==> config.mk <==
export PLATFORM = sky130hd
export DESIGN_NAME = lane_event_counter
export DESIGN_NICKNAME = d
export VERILOG_FILES = /design/src/rtl/lanecnt_pkg.sv /design/src/rtl/lc_ctrl_reg.sv /design/src/rtl/lc_event_pick.sv /design/src/rtl/lc_sat_counter.sv /design/src/rtl/lane_event_counter.sv
export SDC_FILE = /design/constraint.sdc
export NUM_CORES = 1
export LEC_CHECK = 0
export BUFFER_PORTS_ARGS = -buffer_cell sky130_fd_sc_hd__buf_2
export CORE_AREA = 3 3 223 225
export CTS_BUF_LIST = sky130_fd_sc_hd__clkbuf_16
export DETAILED_ROUTE_END_ITERATION = 8
export DIE_AREA = 0 0 226 228
export PLACE_DENSITY = 0.5
export SYNTH_ARGS = -nofsm -noshare
export SYNTH_HDL_FRONTEND = slang
export SYNTH_SLANG_ARGS = --single-unit
==> constraint.sdc <==
create_clock -name clk -period 5.3 [get_ports clk]
set_clock_uncertainty 0.2 [all_clocks]
set_input_delay 0.265 -clock clk [delete_from_list [all_inputs] [get_ports clk]]
set_output_delay 0.265 -clock clk [all_outputs]
set_load 0.01 [all_outputs]
==> src/rtl/lanecnt_pkg.sv <==
package lanecnt_pkg;
  localparam int NUM_SLOTS  = 31;
  localparam int SLOT_W     = 5;
  localparam int CODE_W     = 12;
  localparam int LANE_W     = 4;
  localparam int CTRL_OFS   = 8'h08;
  localparam int COUNT_OFS  = 8'h0C;
  localparam int CODE_LSB   = 16;
  localparam int LANE_LSB   = 8;
  localparam int STAT_BIT   = 7;
  localparam int ENA_LSB    = 2;
  localparam int CLR_LSB    = 0;
  localparam logic [2:0] ENA_OFF = 3'd1;
  localparam logic [2:0] ENA_ON  = 3'd3;
  localparam logic [1:0] CLR_GO  = 2'd1;

  typedef struct packed {
    logic [CODE_W-1:0] code;
    logic [LANE_W-1:0] lane;
  } pick_t;

  typedef struct packed {
    logic              ok;
    logic [SLOT_W-1:0] slot;
  } slot_t;

  function automatic slot_t code_to_slot(logic [CODE_W-1:0] c);
    slot_t r;
    logic [CODE_W-1:0] d;
    r = '0;
    if (c >= 12'h600 && c <= 12'h606) begin
      d = c - 12'h600;
      r.ok = 1'b1;
      r.slot = d[SLOT_W-1:0];
    end else if (c >= 12'h700 && c <= 12'h717 && c != 12'h70D && c != 12'h70E) begin
      d = c - 12'h700 + 12'd7;
      r.ok = 1'b1;
      r.slot = d[SLOT_W-1:0];
    end
    return r;
  endfunction
endpackage

==> src/rtl/lc_ctrl_reg.sv <==
module lc_ctrl_reg
  import lanecnt_pkg::*;
(
  input  logic               clk,
  input  logic               rst_n,
  input  logic               wr_ctrl,
  input  logic [31:0]        wdata,
  output pick_t              pick,
  output logic               run,
  output logic               clr
);
  pick_t pick_q, pick_d;
  logic  run_q, run_d;
  logic [2:0] ena_f;

  assign ena_f = wdata[ENA_LSB +: 3];

  always_comb begin
    pick_d = pick_q;
    run_d  = run_q;
    if (wr_ctrl) begin
      pick_d.code = wdata[CODE_LSB +: CODE_W];
      pick_d.lane = wdata[LANE_LSB +: LANE_W];
      if (ena_f == ENA_ON)       run_d = 1'b1;
      else if (ena_f == ENA_OFF) run_d = 1'b0;
    end
  end

  always_ff @(posedge clk or negedge rst_n) begin
    if (!rst_n) begin
      pick_q <= '0;
      run_q  <= 1'b0;
    end else if (wr_ctrl) begin
      pick_q <= pick_d;
      run_q  <= run_d;
    end
  end

  assign pick = pick_q;
  assign run  = run_q;
  assign clr  = wr_ctrl && (wdata[CLR_LSB +: 2] == CLR_GO);

  assert_start_R2: assert property (@(posedge clk) disable iff (!rst_n)
    (wr_ctrl && ena_f == ENA_ON) |=> run_q);
  assert_stop_R2: assert property (@(posedge clk) disable iff (!rst_n)
    (wr_ctrl && ena_f == ENA_OFF) |=> !run_q);
  assert_keep_run_R2: assert property (@(posedge clk) disable iff (!rst_n)
    (!wr_ctrl || (ena_f != ENA_ON && ena_f != ENA_OFF)) |=> $stable(run_q));
endmodule

==> src/rtl/lc_event_pick.sv <==
module lc_event_pick
  import lanecnt_pkg::*;
#(
  parameter int LANES = 16
) (
  input  logic                       clk,
  input  logic                       rst_n,
  input  pick_t                      pick,
  input  logic [LANES*NUM_SLOTS-1:0] strobes,
  output logic                       hit
);
  slot_t sel;
  logic [LANES-1:0] lane_hit;

  assign sel = code_to_slot(pick.code);

  for (genvar g = 0; g < LANES; g++) begin : g_lane
    logic [31:0] vec;
    assign vec = {{(32-NUM_SLOTS){1'b0}}, strobes[g*NUM_SLOTS +: NUM_SLOTS]};
    assign lane_hit[g] = sel.ok && vec[sel.slot];
  end

  always_comb begin
    hit = 1'b0;
    for (int g = 0; g < LANES; g++) begin
      if (pick.lane == LANE_W'(g)) hit = lane_hit[g];
    end
  end

  assert_far_lane_R7: assert property (@(posedge clk) disable iff (!rst_n)
    (32'(pick.lane) >= LANES) |-> !hit);
  assert_bad_code_R8: assert property (@(posedge clk) disable iff (!rst_n)
    (pick.code == 12'h70D || pick.code == 12'h70E || pick.code[11:8] == 4'h0) |-> !hit);
endmodule

==> src/rtl/lc_sat_counter.sv <==
module lc_sat_counter #(
  parameter int CNT_W = 32
) (
  input  logic             clk,
  input  logic             rst_n,
  input  logic             clr,
  input  logic             inc,
  output logic [CNT_W-1:0] cnt
);
  localparam logic [CNT_W-1:0] TOP = {CNT_W{1'b1}};
  logic [CNT_W-1:0] cnt_q, cnt_d;
  logic             ld;

  always_comb begin
    cnt_d = cnt_q;
    ld    = 1'b0;
    if (clr) begin
      cnt_d = '0;
      ld    = 1'b1;
    end else if (inc && cnt_q != TOP) begin
      cnt_d = cnt_q + 1'b1;
      ld    = 1'b1;
    end
  end

  always_ff @(posedge clk or negedge rst_n) begin
    if (!rst_n)  cnt_q <= '0;
    else if (ld) cnt_q <= cnt_d;
  end

  assign cnt = cnt_q;

  assert_unit_step_R4: assert property (@(posedge clk) disable iff (!rst_n)
    !clr |=> (cnt_q == $past(cnt_q)) || (cnt_q == $past(cnt_q) + 1'b1));
  assert_clear_wins_R5: assert property (@(posedge clk) disable iff (!rst_n)
    clr |=> (cnt_q == '0));
  assert_no_overflow_R6: assert property (@(posedge clk) disable iff (!rst_n)
    (cnt_q == TOP && !clr) |=> (cnt_q == TOP));
  assert_hold_idle_R9: assert property (@(posedge clk) disable iff (!rst_n)
    (!inc && !clr) |=> $stable(cnt_q));
endmodule

==> src/rtl/lane_event_counter.sv <==
module lane_event_counter
  import lanecnt_pkg::*;
#(
  parameter int LANES  = 16,
  parameter int CNT_W  = 32,
  parameter int ADDR_W = 8
) (
  input  logic                       clk,
  input  logic                       rst_n,
  input  logic                       bus_wr,
  input  logic [ADDR_W-1:0]          bus_waddr,
  input  logic [31:0]                bus_wdata,
  input  logic [ADDR_W-1:0]          bus_raddr,
  output logic [31:0]                bus_rdata,
  input  logic [LANES*NUM_SLOTS-1:0] lane_evt
);
  localparam logic [ADDR_W-1:0] A_CTRL  = ADDR_W'(CTRL_OFS);
  localparam logic [ADDR_W-1:0] A_COUNT = ADDR_W'(COUNT_OFS);

  logic             wr_ctrl, run, clr, hit;
  pick_t            pick;
  logic [CNT_W-1:0] cnt;

  assign wr_ctrl = bus_wr && (bus_waddr == A_CTRL);

  lc_ctrl_reg u_ctrl (
    .clk(clk), .rst_n(rst_n), .wr_ctrl(wr_ctrl), .wdata(bus_wdata),
    .pick(pick), .run(run), .clr(clr)
  );

  lc_event_pick #(.LANES(LANES)) u_pick (
    .clk(clk), .rst_n(rst_n), .pick(pick), .strobes(lane_evt), .hit(hit)
  );

  lc_sat_counter #(.CNT_W(CNT_W)) u_cnt (
    .clk(clk), .rst_n(rst_n), .clr(clr), .inc(run && hit), .cnt(cnt)
  );

  always_comb begin
    bus_rdata = '0;
    if (bus_raddr == A_CTRL) begin
      bus_rdata[CODE_LSB +: CODE_W] = pick.code;
      bus_rdata[LANE_LSB +: LANE_W] = pick.lane;
      bus_rdata[STAT_BIT]           = run;
      bus_rdata[ENA_LSB +: 3]       = run ? ENA_ON : ENA_OFF;
    end else if (bus_raddr == A_COUNT) begin
      bus_rdata = 32'(cnt);
    end
  end

  assert_status_R3: assert property (@(posedge clk) disable iff (!rst_n)
    (bus_raddr == A_CTRL) |-> (bus_rdata[STAT_BIT] == (bus_rdata[ENA_LSB +: 3] == ENA_ON)));
  assert_clr_reads_zero_R5: assert property (@(posedge clk) disable iff (!rst_n)
    (bus_raddr == A_CTRL) |-> (bus_rdata[1:0] == 2'b00));
endmodule

# == Word level (Yosys, flattened, before mapping) ==
# Index checks and enable logic that the tools add are counted.
# totals
regBits,49
latchBits,0
ramBits,0
mem_bits_ro,0
in_bits,547
memories,0
# op_classes
n_addsub,4
n_mul,0
n_div,0
n_lt_le_gt_ge,5
n_eq_ne,24
shifts,0
n_mux,65
bitwise,0
n_reduce_logical,29
# op_table
operator,count
$mux W32,3
$bmux W1 S5,16
$mux W1,36
$add A32 B1 Y32 const B,1
$eq A4 B4 Y1 const B,8
$ne A32 B32 Y1 const B,1
$eq A8 B4 Y1 const B,3
$ge A12 B11 Y1 const B,2
$le A12 B11 Y1 const B,2
$logic_and A1 B1 Y1,24
$ne A12 B11 Y1 const B,2
$eq A4 B3 Y1 const B,4
$mux W12,1
$mux W6,2
$sub A5 B1 Y5 const B,2
$eq A4 B2 Y1 const B,2
$mux W4,2
$lt A5 B6 Y1 const B,1
$mux W2,3
$add A5 B3 Y5 const B,1
$mux W5,1
$eq A4 B1 Y1 const B,1
$logic_not A4 Y1,1
$reduce_and A2 Y1,2
other kinds (5),6

# == Logic depth before layout (Yosys ltp) ==
# logic_depth
depth_word,30
mapped_depth,21
depth_no_buf,15

# == Cells and area by module ==
# A second synthesis with hierarchy kept.
# unflattened
cells_unflattened,1185
area_unflattened_um2,8552.0
# by_module_without_submodules
mod,n_inst,cells_per_inst,area_each_um2
lc_event_pick,1,861,5275.1
lc_sat_counter,1,205,1881.8
lc_ctrl_reg,1,39,700.7
lane_event_counter,1,80,694.4

# == Worst setup path after synthesis ==
# Ideal clock, no wire load.
# synth_path
kind,register -> register
start,register u_ctrl.pick_q (netlist bit u_ctrl.pick[4])
end,"register u_cnt.cnt_q[26], in the netlist u_cnt.cnt[26]"
t_arrival_ps,4549
required_time_ps,5022
path_slack_ps,473
stages_incl_launch_ff,19
synth_period_minus_slack_ps,4827
cell_sequence,dfrtp_1 -> clkbuf_1 -> inv_1 -> ha_1 -> o21ai_1 -> a22oi_2 -> a21oi_2 -> buf_4 -> buf_2 -> buf_2 -> a21oi_1 -> a22oi_1 -> o221ai_1 -> a211oi_1 -> nand4b_1 -> a2111oi_4 -> nor2_2 -> or4_1 -> a21oi_1
# synth_via
elab_chain_cells,30
# synth_rtl
element,line_no,rtl
from (decl),lc_ctrl_reg.sv:12,"pick_t pick_q, pick_d;"
from (signal assigned),lc_ctrl_reg.sv:34,pick_q <= pick_d;
"parallel branches: the longest is 5 deep, another holds $sub A5 B1 Y5",--,
$mux W6 (*),lanecnt_pkg.sv:31,if (c >= 12'h600 && c <= 12'h606) begin
$bmux W1 S5,lc_event_pick.sv:20,assign lane_hit[g] = sel.ok && vec[sel.slot];
$mux W1 (implied by the code),lc_event_pick.sv:20,
$logic_and A1 B1 Y1,lc_event_pick.sv:20,
$mux W1 (15 in series),lc_event_pick.sv:26,if (pick.lane == LANE_W'(g)) hit = lane_hit[g];
$mux W1 (*),lc_event_pick.sv:26,
$logic_and A1 B1 Y1 (*),lane_event_counter.sv:36,".clk(clk), .rst_n(rst_n), .clr(clr), .inc(run && hit), .cnt(cnt)"
$logic_and A1 B1 Y1 (*),lc_sat_counter.sv:20,end else if (inc && cnt_q != TOP) begin
$mux W1,lc_sat_counter.sv:20,
$mux W1,lc_sat_counter.sv:17,if (clr) begin
$reduce_and A2 Y1 (no line) (*),--,
to (signal assigned),lc_sat_counter.sv:28,else if (ld) cnt_q <= cnt_d;
to (decl),lc_sat_counter.sv:11,"logic [CNT_W-1:0] cnt_q, cnt_d;"
# Every way passes the cells marked *. The select of a mux whose other input is x is not followed.
# A chain may end at the register's enable or synchronous reset.

# == Final worst setup path ==
# layout_path
start,register u_ctrl.pick_q (netlist bit u_ctrl.pick[11])
end,"register u_cnt.cnt_q[28], in the netlist u_cnt.cnt[28]"
# layout_via
elab_chain_cells,30
# layout_rtl
element,line_no,rtl
$ge A12 B11 Y1 or $le A12 B11 Y1 (tied branches),lanecnt_pkg.sv:35,end else if (c >= 12'h700 && c <= 12'h717 && c != 12'h70D && c != 12'h70E) begin
$logic_and A1 B1 Y1 (3 in series),lanecnt_pkg.sv:35,
$mux W6,lanecnt_pkg.sv:35,
$mux W6 (*),lanecnt_pkg.sv:31,
$bmux W1 S5,lc_event_pick.sv:20,
$mux W1 (implied by the code),lc_event_pick.sv:20,
$logic_and A1 B1 Y1,lc_event_pick.sv:20,
$mux W1 (15 in series),lc_event_pick.sv:26,
$mux W1 (*),lc_event_pick.sv:26,
$logic_and A1 B1 Y1 (*),lane_event_counter.sv:36,
$logic_and A1 B1 Y1 (*),lc_sat_counter.sv:20,
$mux W1,lc_sat_counter.sv:20,
$mux W1,lc_sat_counter.sv:17,
$reduce_and A2 Y1 (no line) (*),--,
# Mark *: on every way between the ends. The rest lies on a longest branch, timed or not. The select of a mux whose other input is x is not followed.

==> impl_metrics.py <==
metrics = {
    "outcome": {
        "status": "finished, final reports clean",
    },
    "yosys": {
        "syn_area_per_cell_um2": 6.86,
        "syn_area_um2": 8420,
        "synth_cell_types": 82,
        "synth_edf_count": 0,
        "seq_area_frac_synth_pct": 14.6,
        "syn-num-nets": 1780,
        "ys_ff_latch": 49,
        "synth-async-reset-ratio_pct": 100,
        "synth_cells": 1228,
        "synth_warnings": 0,
        "synth-main-ff-cell": "dfrtp_1",
    },
    "route": {
        "avgRoutedWirePerCell_um": 24.5,
        "firstDrtPassIters": 5,
        "final_antenna_net_count": 0,
        "wl_um": 59100,
        "vias": 12200,
        "viasPerCell": 5.06,
        "drcViolationCount": 0,
        "first_iter_violations": 887,
    },
    "place": {
        "gp_routability_congestion": 0.869,
        "dp_hpwl_um": 49600,
        "port_buffers": 567,
    },
    "final_layout": {
        "final_common_cell": "buf_2",
        "drive_above_1_share_pct": 41.3,
        "n_fill_cell": 5331,
        "syn_to_final_growth_pct": 50.8,
        "multi_input_area_um2": 6850,
        "ff_latch_area_um2": 1230,
        "nets": 2344,
        "fin_util_pct": 26.6,
        "final_cell_mix": "567 x buf_2, 263 x nand2_1, 108 x mux2i_1",
    },
    "power": {
        "clockPowerShare_pct": 25.0,
        "intPower_w": 0.000818,
        "power_frac_seq_pct": 32.2,
        "switching_power_w": 0.000426,
        "p_comb_share_pct": 42.8,
        "p_leak_nw": 5.86,
        "irDropWorstVdd_v": 0.000122,
        "switching_share_pct": 34.2,
        "p_per_area_nw_per_um2": 98.0,
    },
    "global_route": {
        "track_usage_pct": 21.5,
        "antenna_found_initial": 11,
        "grt_pass1_vias": 12300,
        "grt_pass1_wl_um": 82600,
        "grt_overflow": 0,
        "grt_max_degree": 53,
    },
    "timing": {
        "slew_headroom_pct": 43.8,
        "drv_slew": 0,
        "min_period_ns": 5.15,
        "layout_worst_path_cycle_share_pct": 97.2,
        "worstMarginPinSlew_ns": 0.839,
        "setup_viol": 0,
        "fmax_ghz": 0.194,
        "hold_viol": 0,
        "rsz0062_at_grt": "false",
        "holdWs_ns": 0.00205,
    },
    "floorplanning": {
        "initial_core_util_pct": 17.6,
        "core_um2": 47700,
        "die_x_um": 226,
        "die_area_um2": 51500,
        "chipHeight_um": 228,
        "row_count": 80,
        "ios": 579,
    },
    "critical_path": {
        "crit_top_cell": "buf_4",
        "r2r-start": "u_ctrl.pick[11]$_DFFE_PN0P_",
        "path_cells": "or4b_4 -> a22o_4 -> a221o_1 -> or4_4 -> a211oi_4 -> a32oi_1 -> nand3_1 -> o211a_1 -> o2111ai_1 -> buf_4 -> a2111oi_4 -> nor2_2 -> buf_4 -> or3_1 -> a21oi_1",
        "required_ns": 5.31,
        "cp_slowest_cell": "or4b_4",
        "critPathKind": "register to register",
        "arrival_ns": 5.17,
        "critPathMaxStageDelay_ns": 0.66,
        "cp-startpoint": "u_ctrl.pick[11]$_DFFE_PN0P_",
        "start_kind": "register",
        "critPathMaxFanout": 9,
        "worstSetupEndpointType": "register",
    },
    "clocking": {
        "clock-sinks": 49,
        "htree_levels": 2,
        "cts_root_buf": "clkbuf_16",
        "clockBufferDepth": 2,
        "cts_buffers": 5,
        "cts_tree": "done",
        "clk_pin_slew_ns": 0.07,
        "clk_latency_ns": 0.29,
    },
    "flow_run": {
        "drv_cap": 0,
    },
    "worst_hold_path": {
        "hold_start": "bus_wdata[26]",
        "min_path_type": "input pin to register",
    },
}
==> critical path, delay by kind of cell, from the launching register on <==
family	cells	cell delay, ns
flip-flops	1	0.41
AO/OA/AOI/OAI	8	2.01
buffers and inverters	2	0.44
AND/OR/NAND/NOR	5	2.01
==> cell type report <==
class / count / share of cell area (%)
diodes: 5 / 0.0985
clock buffers: 5 / 0.985
clock inverters: 3 / 0.108
inverters: 8 / 0.236
multi-input cells: 1069 / 53.9
flip-flops and latches: 49 / 9.66
well taps: 615 / 6.06
repair buffers: 659 / 28.9
==> path summary, 6_finish.rpt <==
check	depth (start not counted)	end	slack (ns)
worst max-delay path	15	u_cnt.cnt[28]$_DFFE_PN0P_	0.15
worst min-delay path	2	u_ctrl.pick[14]$_DFFE_PN0P_	0.002
worst max register to register	15	u_cnt.cnt[28]$_DFFE_PN0P_	0.15
worst min register to register	1	u_ctrl.pick[13]$_DFFE_PN0P_	0.36
max in group asynchronous	3	u_ctrl.pick[5]$_DFFE_PN0P_	4.05
min in group asynchronous	3	u_cnt.cnt[30]$_DFFE_PN0P_	0.42
==> through the flow <==
stage / std cells / area [µm²] / setup TNS (ns) / setup WS [ns] / power (W)
CTS: 2406 / 12600 / 0 / 0.0513 / 0.00125
global route: 2409 / 12700 / 0 / 0.00345 / 0.00131
finish: 2413 / 12700 / 0 / 0.149 / 0.00124
floorplan: 1228 / 8420 / 0 / 0.473 / 0.000604
global placement: 2397 / 12500 / -1.28 / -0.149 / 0.000931
detailed placement: 2397 / 12500 / -2.23 / -0.160 / 0.000932
==> cell usage after synthesis (10+ instances only) <==
cell / number / area, µm²
nor2b_1: 10 / 62.6
dfrtp_1: 49 / 1230
mux2_2: 34 / 383
a311oi_1: 15 / 131
a211oi_1: 22 / 165
o211a_1: 11 / 110
a22oi_1: 16 / 120
and3_1: 36 / 225
nand3_1: 102 / 510
mux2i_1: 108 / 1080
o211ai_1: 15 / 113
o21ai_0: 46 / 230
o22ai_1: 11 / 68.8
a31oi_1: 21 / 131
buf_2: 31 / 155
nand4_1: 14 / 87.6
nor2_1: 73 / 274
nand2_1: 264 / 991
nor3_1: 22 / 110
clkbuf_1: 53 / 199
a21oi_1: 63 / 315
or3_1: 24 / 150
==> routing by layer <==
| metal | part of all wire, % | GRT usage, % |
|---|---|---|
| met2 | 49 | 38.4 |
| met4 | 2.0 | 3.99 |
| met3 | 6.4 | 3.36 |
| met5 | 0.15 | 0 |
| met1 | 42 | 27.3 |
==> power groups by stage <==
stage	clock, W	combinational [W]	sequential, W
finish	0.000312	0.000532	0.000400
global route	0.000331	0.000576	0.000401
CTS	0.000318	0.000529	0.000400
detailed placement	0	0.000525	0.000407
global placement	0	0.000524	0.000406
floorplan	0	0.000206	0.000398
==> flip-flops by register name, indices dropped and copies added, names as in the netlist <==
register	count
u_ctrl.pick	16
u_cnt.cnt	32
u_ctrl.run	1
==> cell families after synthesis <==
family | Yosys count | synth area share, %
XOR/XNOR | 8 | 0.832
AO/OA/AOI/OAI | 315 | 26.8
multiplexers | 145 | 17.9
adder cells (fa/ha/maj) | 5 | 0.743
flip-flops | 49 | 14.6
AND/OR/NAND/NOR | 596 | 33.3
buffers and inverters | 110 | 5.90
==> repair_timing <==
action                                 4_1_cts  5_1_grt
pin swaps                                    0        2
hold buffers                                 1        0
setup endpoints to repair                   25       26
setup buffers                                0        2
resized for setup                            3       15
endpoints found under the hold margin       49        0
(Power assumes the default switching activity.)
